File: src/rtl/fx2f_pkg.sv
package fx2f_pkg;

   typedef enum logic {
      ST_IDLE = 1'b0,
      ST_RUN  = 1'b1
   } conv_state_e;

   typedef enum logic [1:0] {
      MV_RIGHT = 2'd0,
      MV_LEFT  = 2'd1,
      MV_DONE  = 2'd2
   } norm_move_e;

endpackage

File: src/rtl/fx2f_align.sv
module fx2f_align #(
   parameter int INT_W  = 16,
   parameter int FRAC_W = 16,
   parameter int MAN_W  = 23,
   localparam int WK    = INT_W + MAN_W
) (
   input  logic [INT_W-1:0]  in_int,
   input  logic [FRAC_W-1:0] in_frac,
   output logic [WK-1:0]     work
);

   // Working register: binary point sits just above bit MAN_W-1.
   if (MAN_W == FRAC_W) begin : g_exact
      assign work = {in_int, in_frac};
   end else begin : g_pad
      assign work = {in_int, in_frac, {(MAN_W-FRAC_W){1'b0}}};
   end

endmodule

File: src/rtl/fx2f_step.sv
module fx2f_step
   import fx2f_pkg::*;
#(
   parameter int WK    = 39,
   parameter int MAN_W = 23
) (
   input  logic [WK-1:0] work,
   output norm_move_e    move,
   output logic [WK-1:0] work_nxt,
   output logic          is_zero
);

   always_comb begin
      is_zero  = (work == '0);
      work_nxt = work;
      if (|work[WK-1:MAN_W+1]) begin
         move     = MV_RIGHT;
         work_nxt = work >> 1;
      end else if (work[MAN_W] || is_zero) begin
         move     = MV_DONE;
      end else begin
         move     = MV_LEFT;
         work_nxt = work << 1;
      end
   end

endmodule

File: src/rtl/fx2f_pack.sv
module fx2f_pack #(
   parameter int EXP_W = 8,
   parameter int MAN_W = 23,
   parameter int EC_W  = 9,
   parameter int BIAS  = 127
) (
   input  logic                   sign,
   input  logic                   is_zero,
   input  logic [EC_W-1:0]        exp_true,
   input  logic [MAN_W-1:0]       frac,
   output logic [EXP_W+MAN_W:0]   word
);

   logic [EC_W-1:0] biased;

   // Two's-complement exponent plus bias; the sum is positive and fits EXP_W.
   assign biased = exp_true + EC_W'(BIAS);

   always_comb begin
      if (is_zero) word = '0;
      else         word = {sign, biased[EXP_W-1:0], frac};
   end

endmodule

File: src/rtl/fx2f_conv.sv
module fx2f_conv
   import fx2f_pkg::*;
#(
   parameter int INT_W  = 16,
   parameter int FRAC_W = 16,
   parameter int EXP_W  = 8,
   parameter int MAN_W  = 23,
   localparam int OUT_W = 1 + EXP_W + MAN_W
) (
   input  logic              clk,
   input  logic              rst_n,
   input  logic              start,
   input  logic              in_sign,
   input  logic [INT_W-1:0]  in_int,
   input  logic [FRAC_W-1:0] in_frac,
   output logic              busy,
   output logic              done,
   output logic [OUT_W-1:0]  result
);

   localparam int WK      = INT_W + MAN_W;
   localparam int BIAS    = (1 << (EXP_W-1)) - 1;
   localparam int EC_W    = EXP_W + 1;
   localparam int MAX_LAT = INT_W + FRAC_W + 1;
   localparam int CNT_W   = $clog2(MAX_LAT + 3);

   if (MAN_W < FRAC_W) begin : g_chk_man
      $error("fx2f_conv: MAN_W must be at least FRAC_W");
   end
   if (INT_W < 2) begin : g_chk_int
      $error("fx2f_conv: INT_W must be at least 2");
   end
   if (INT_W - 1 > BIAS || FRAC_W > BIAS - 1) begin : g_chk_range
      $error("fx2f_conv: operand range exceeds normal exponent range");
   end

   conv_state_e      state_q;
   logic [WK-1:0]    work_q;
   logic [EC_W-1:0]  exp_q;
   logic             sign_q;
   logic [OUT_W-1:0] result_q;
   logic             done_q;
   logic [CNT_W-1:0] cyc_q;

   logic [WK-1:0]    work_load;
   logic [WK-1:0]    work_nxt;
   norm_move_e       move;
   logic             is_zero;
   logic [OUT_W-1:0] packed_word;

   fx2f_align #(
      .INT_W (INT_W),
      .FRAC_W(FRAC_W),
      .MAN_W (MAN_W)
   ) i_align (
      .in_int (in_int),
      .in_frac(in_frac),
      .work   (work_load)
   );

   fx2f_step #(
      .WK   (WK),
      .MAN_W(MAN_W)
   ) i_step (
      .work    (work_q),
      .move    (move),
      .work_nxt(work_nxt),
      .is_zero (is_zero)
   );

   fx2f_pack #(
      .EXP_W(EXP_W),
      .MAN_W(MAN_W),
      .EC_W (EC_W),
      .BIAS (BIAS)
   ) i_pack (
      .sign    (sign_q),
      .is_zero (is_zero),
      .exp_true(exp_q),
      .frac    (work_q[MAN_W-1:0]),
      .word    (packed_word)
   );

   always_ff @(posedge clk) begin
      if (!rst_n) begin
         state_q  <= ST_IDLE;
         work_q   <= '0;
         exp_q    <= '0;
         sign_q   <= 1'b0;
         result_q <= '0;
         done_q   <= 1'b0;
         cyc_q    <= '0;
      end else begin
         done_q <= 1'b0;
         unique case (state_q)
            ST_IDLE: begin
               if (start) begin
                  work_q  <= work_load;
                  exp_q   <= '0;
                  sign_q  <= in_sign;
                  cyc_q   <= '0;
                  state_q <= ST_RUN;
               end
            end
            ST_RUN: begin
               cyc_q <= cyc_q + CNT_W'(1);
               unique case (move)
                  MV_RIGHT: begin
                     work_q <= work_nxt;
                     exp_q  <= exp_q + EC_W'(1);
                  end
                  MV_LEFT: begin
                     work_q <= work_nxt;
                     exp_q  <= exp_q - EC_W'(1);
                  end
                  default: begin
                     result_q <= packed_word;
                     done_q   <= 1'b1;
                     state_q  <= ST_IDLE;
                  end
               endcase
            end
            default: state_q <= ST_IDLE;
         endcase
      end
   end

   assign busy   = (state_q == ST_RUN);
   assign done   = done_q;
   assign result = result_q;

   // ---------------- assertions ----------------
   assert_done_pulse_R9: assert property (@(posedge clk) disable iff (!rst_n)
      done |=> !done);

   assert_done_idle_R8: assert property (@(posedge clk) disable iff (!rst_n)
      done |-> !busy);

   assert_accept_busy_R8: assert property (@(posedge clk) disable iff (!rst_n)
      (start && !busy) |=> busy);

   assert_sign_hold_R8: assert property (@(posedge clk) disable iff (!rst_n)
      (busy && $past(busy)) |-> $stable(sign_q));

   assert_result_hold_R9: assert property (@(posedge clk) disable iff (!rst_n)
      !done |=> (done || $stable(result)));

   assert_zero_word_R6: assert property (@(posedge clk) disable iff (!rst_n)
      (done && result[OUT_W-2:MAN_W] == '0) |-> (result == '0));

   assert_exp_range_R3: assert property (@(posedge clk) disable iff (!rst_n)
      (done && result != '0) |->
         (int'(result[OUT_W-2:MAN_W]) >= BIAS - FRAC_W &&
          int'(result[OUT_W-2:MAN_W]) <= BIAS + INT_W - 1));

   assert_latency_R10: assert property (@(posedge clk) disable iff (!rst_n)
      busy |-> (int'(cyc_q) <= MAX_LAT));

endmodule

File: config.mk
export PLATFORM = sky130hd
export DESIGN_NAME = fx2f_conv
export DESIGN_NICKNAME = d
export VERILOG_FILES = /design/src/rtl/fx2f_pkg.sv /design/src/rtl/fx2f_align.sv /design/src/rtl/fx2f_step.sv /design/src/rtl/fx2f_pack.sv /design/src/rtl/fx2f_conv.sv
export SDC_FILE = /design/constraint.sdc
export NUM_CORES = 1
export LEC_CHECK = 0
export BUFFER_PORTS_ARGS = -buffer_cell sky130_fd_sc_hd__buf_2
export CORE_AREA = 5 5 138 140
export CTS_CLUSTER_SIZE = 28
export DETAILED_ROUTE_END_ITERATION = 8
export DIE_AREA = 0 0 143 145
export HOLD_SLACK_MARGIN = 0.06
export PLACE_DENSITY = 0.54
export SLEW_MARGIN = 15
export SYNTH_ARGS = -nofsm -noshare
export SYNTH_HDL_FRONTEND = slang
export SYNTH_HIERARCHICAL = 1
export SYNTH_SLANG_ARGS = --single-unit
File: constraint.sdc
create_clock -name clk -period 5.5 [get_ports clk]
set_clock_uncertainty 0.15 [all_clocks]
set_input_delay 0.275 -clock clk [delete_from_list [all_inputs] [get_ports clk]]
set_output_delay 0.275 -clock clk [all_outputs]
set_load 0.05 [all_outputs]
==> impl_metrics.json <==
{
  "wire_per_inst_um": 13.91,
  "clkTransAtPathRegs_ns": 0.07,
  "gp_congestion": 0.8415,
  "cts_max_path_buffers": 2,
  "cp.arrival_ns": 4.30,
  "rsz0062_at_grt": "false",
  "yosysWarnings": 6,
  "hpwlAfterDp_um": 8289,
  "via_count": 4136,
  "syn_avg_cell_area_um2": 7.909,
  "wirelength_um": 12040,
  "grt_usage_pct": 11.89,
  "post_cts_buffers": 0,
  "worstHoldPathType": "in -> reg",
  "rows": 49,
  "crit_top_cell": "nor2_1",
  "grt_max_degree": 52,
  "ant_nets": 0,
  "slowest_delay_ns": 0.76,
  "postPlaceCellArea_mm2": 0.005192,
  "fin_area_mm2": 0.005542,
  "drv_slew": 0,
  "die_w_um": 143,
  "io_pins": 70,
  "fin_cells": 866,
  "setup_viol": 0,
  "grtUsageMet3_pct": 2.764,
  "drcViolationCount": 0,
  "fin_nets": 672,
  "cp_num_buf_inv": 1,
  "coreArea_mm2": 0.01772,
  "leakagePower_nw": 2.168,
  "drt_iter0_markers": 289,
  "cts_tree": "done",
  "insertedDiodeCount": 0,
  "cts_made_buffers": 9,
  "htree_levels": 3,
  "fin_crit_ns": 4.234,
  "dieArea_mm2": 0.02074,
  "dr.pass1.iters": 4,
  "critPathKind": "reg -> reg",
  "maxSlewHeadroom_pct": 36.53,
  "cp_cell_sequence": "nor2_1 -> and3_1 -> a21oi_1 -> nor2_1 -> nand2b_1 -> inv_2 -> nand2b_1 -> nand2_1 -> ha_1 -> or4_4 -> o21ai_0 -> a21oi_1 -> xor2_1 -> a22oi_1 -> nor2_1",
  "fin_setup_tns_ns": 0,
  "drive_above_1_share_pct": 20.25,
  "grtUsageMet2_pct": 18.42,
  "clock-sinks": 82,
  "status": "finished, final reports clean",
  "ir_drop_mv": 0.1647,
  "period_share_pct": 76.98,
  "worst_setup_path_start_kind": "register",
  "cp_slowest_cell": "and3_1",
  "worstPathMaxFanout": 43,
  "insertion_delay_ns": 0.34,
  "syn_area_mm2": 0.005070,
  "place.port_buffers": 69,
  "postSynthCellCount": 641,
  "endpoint_kind": "register",
  "grt_overflow_total": 0,
  "total_power_mw": 1.626,
  "hold_viol": 0,
  "via_per_inst": 4.776,
  "required_ns": 5.57,
  "die_h_um": 145,
  "grt_pass1_vias": 3896,
  "dp.cells": 848,
  "cts_root_buf": "clkbuf_16",
  "antenna_found_initial": 0,
  "grt-busiest-layer": "met2",
  "max_slew.worst_pin.slew_ns": 0.9520,
  "start_util_pct": 28.61,
  "powerDensity_mw_per_mm2": 293.4,
  "fmax_mhz": 236.2,
  "path_delay_family": "simple AND/OR/NAND/NOR gates",
  "grt_pass1_wl_um": 20340,
  "drv_cap": 0,
  "use_met1_pct": 16.33,
  "area_delta_synth_final_pct": 9.304
}
-- flip-flops by register name (all words and copies together) (netlist names) --
signal,flops
busy,1
result,32
work_q,39
done,1
exp_q,8
sign_q,1
-- final cells by class --
cell class	instances	area, µm²
multi-input cells	439	2783
fillers	1903	12180
clock inverters	7	102.6
inverters	22	82.58
well taps	229	286.5
repair buffers	78	417.9
clock buffers	9	225.2
flip-flops and latches	82	1644
-- per-layer routing --
layer  vias to the layer above  share of wire (%)  wire length (µm)
met2                        80                 46              5548
met1                      1871                 48              5810
met3                        15                4.3               519
met5                         -                  0                 0
li1                       2170                  -                 -
met4                         0                1.4               165
-- through the flow --
| stage | setup slack (ns) | util [%] | hold WS [ns] |
|---|---|---|---|
| 6_report | 1.266 | 31.28 | 0.1158 |
| 5_1_grt | 0.8022 | 31.28 | 0.1225 |
| 4_1_cts | 1.250 | 31.27 | 0.1014 |
| 3_5_place_dp | 1.282 | 29.31 | 0.2935 |
| 3_3_place_gp | 1.379 | 29.31 | 0.2894 |
| 2_1_floorplan | 2.167 | - | 0.2467 |
-- placed cells by master, fill, tap and decap left out, types with 8 or more instances in the layout --
master,count
buf_2,69
nand2_1,77
a21oi_1,40
nor2b_1,30
a2111oi_2,12
inv_1,20
nor3_1,17
a211oi_1,47
mux2i_1,45
nor2_1,72
clkbuf_16,9
a211oi_2,8
o21ai_0,11
conb_1,8
dfxtp_1,80
-- tightest hold or removal path, cell delays in order --
cell      delay (ns)
buf_2           0.09
mux2i_1         0.11
a211oi_1        0.08
-- where the power goes --
group	internal (mW)	switching, mW
Clock	0.402	0.260
Sequential	0.630	0.0628
Combinational	0.119	0.151
-- final timing paths --
check                                        startpoint                      end  slack (ns)  cells past startpoint
worst min register to register  result[18]$_SDFFE_PN0P_  result[18]$_SDFFE_PN0P_        0.30                      2
worst max-delay path            work_q[23]$_SDFFE_PN0P_    exp_q[6]$_SDFFE_PN0P_        1.27                     15
worst max register to register  work_q[23]$_SDFFE_PN0P_    exp_q[6]$_SDFFE_PN0P_        1.27                     15
worst min-delay path                          in_int[5]  work_q[28]$_SDFFE_PN0P_        0.12                      3
-- timing repair --
action / CTS / global route
hold endpoints to repair: 3 / 0
gates resized for setup: 0 / 0
hold buffers: 2 / 0
No activity file was read; power rests on OpenSTA's default activity.
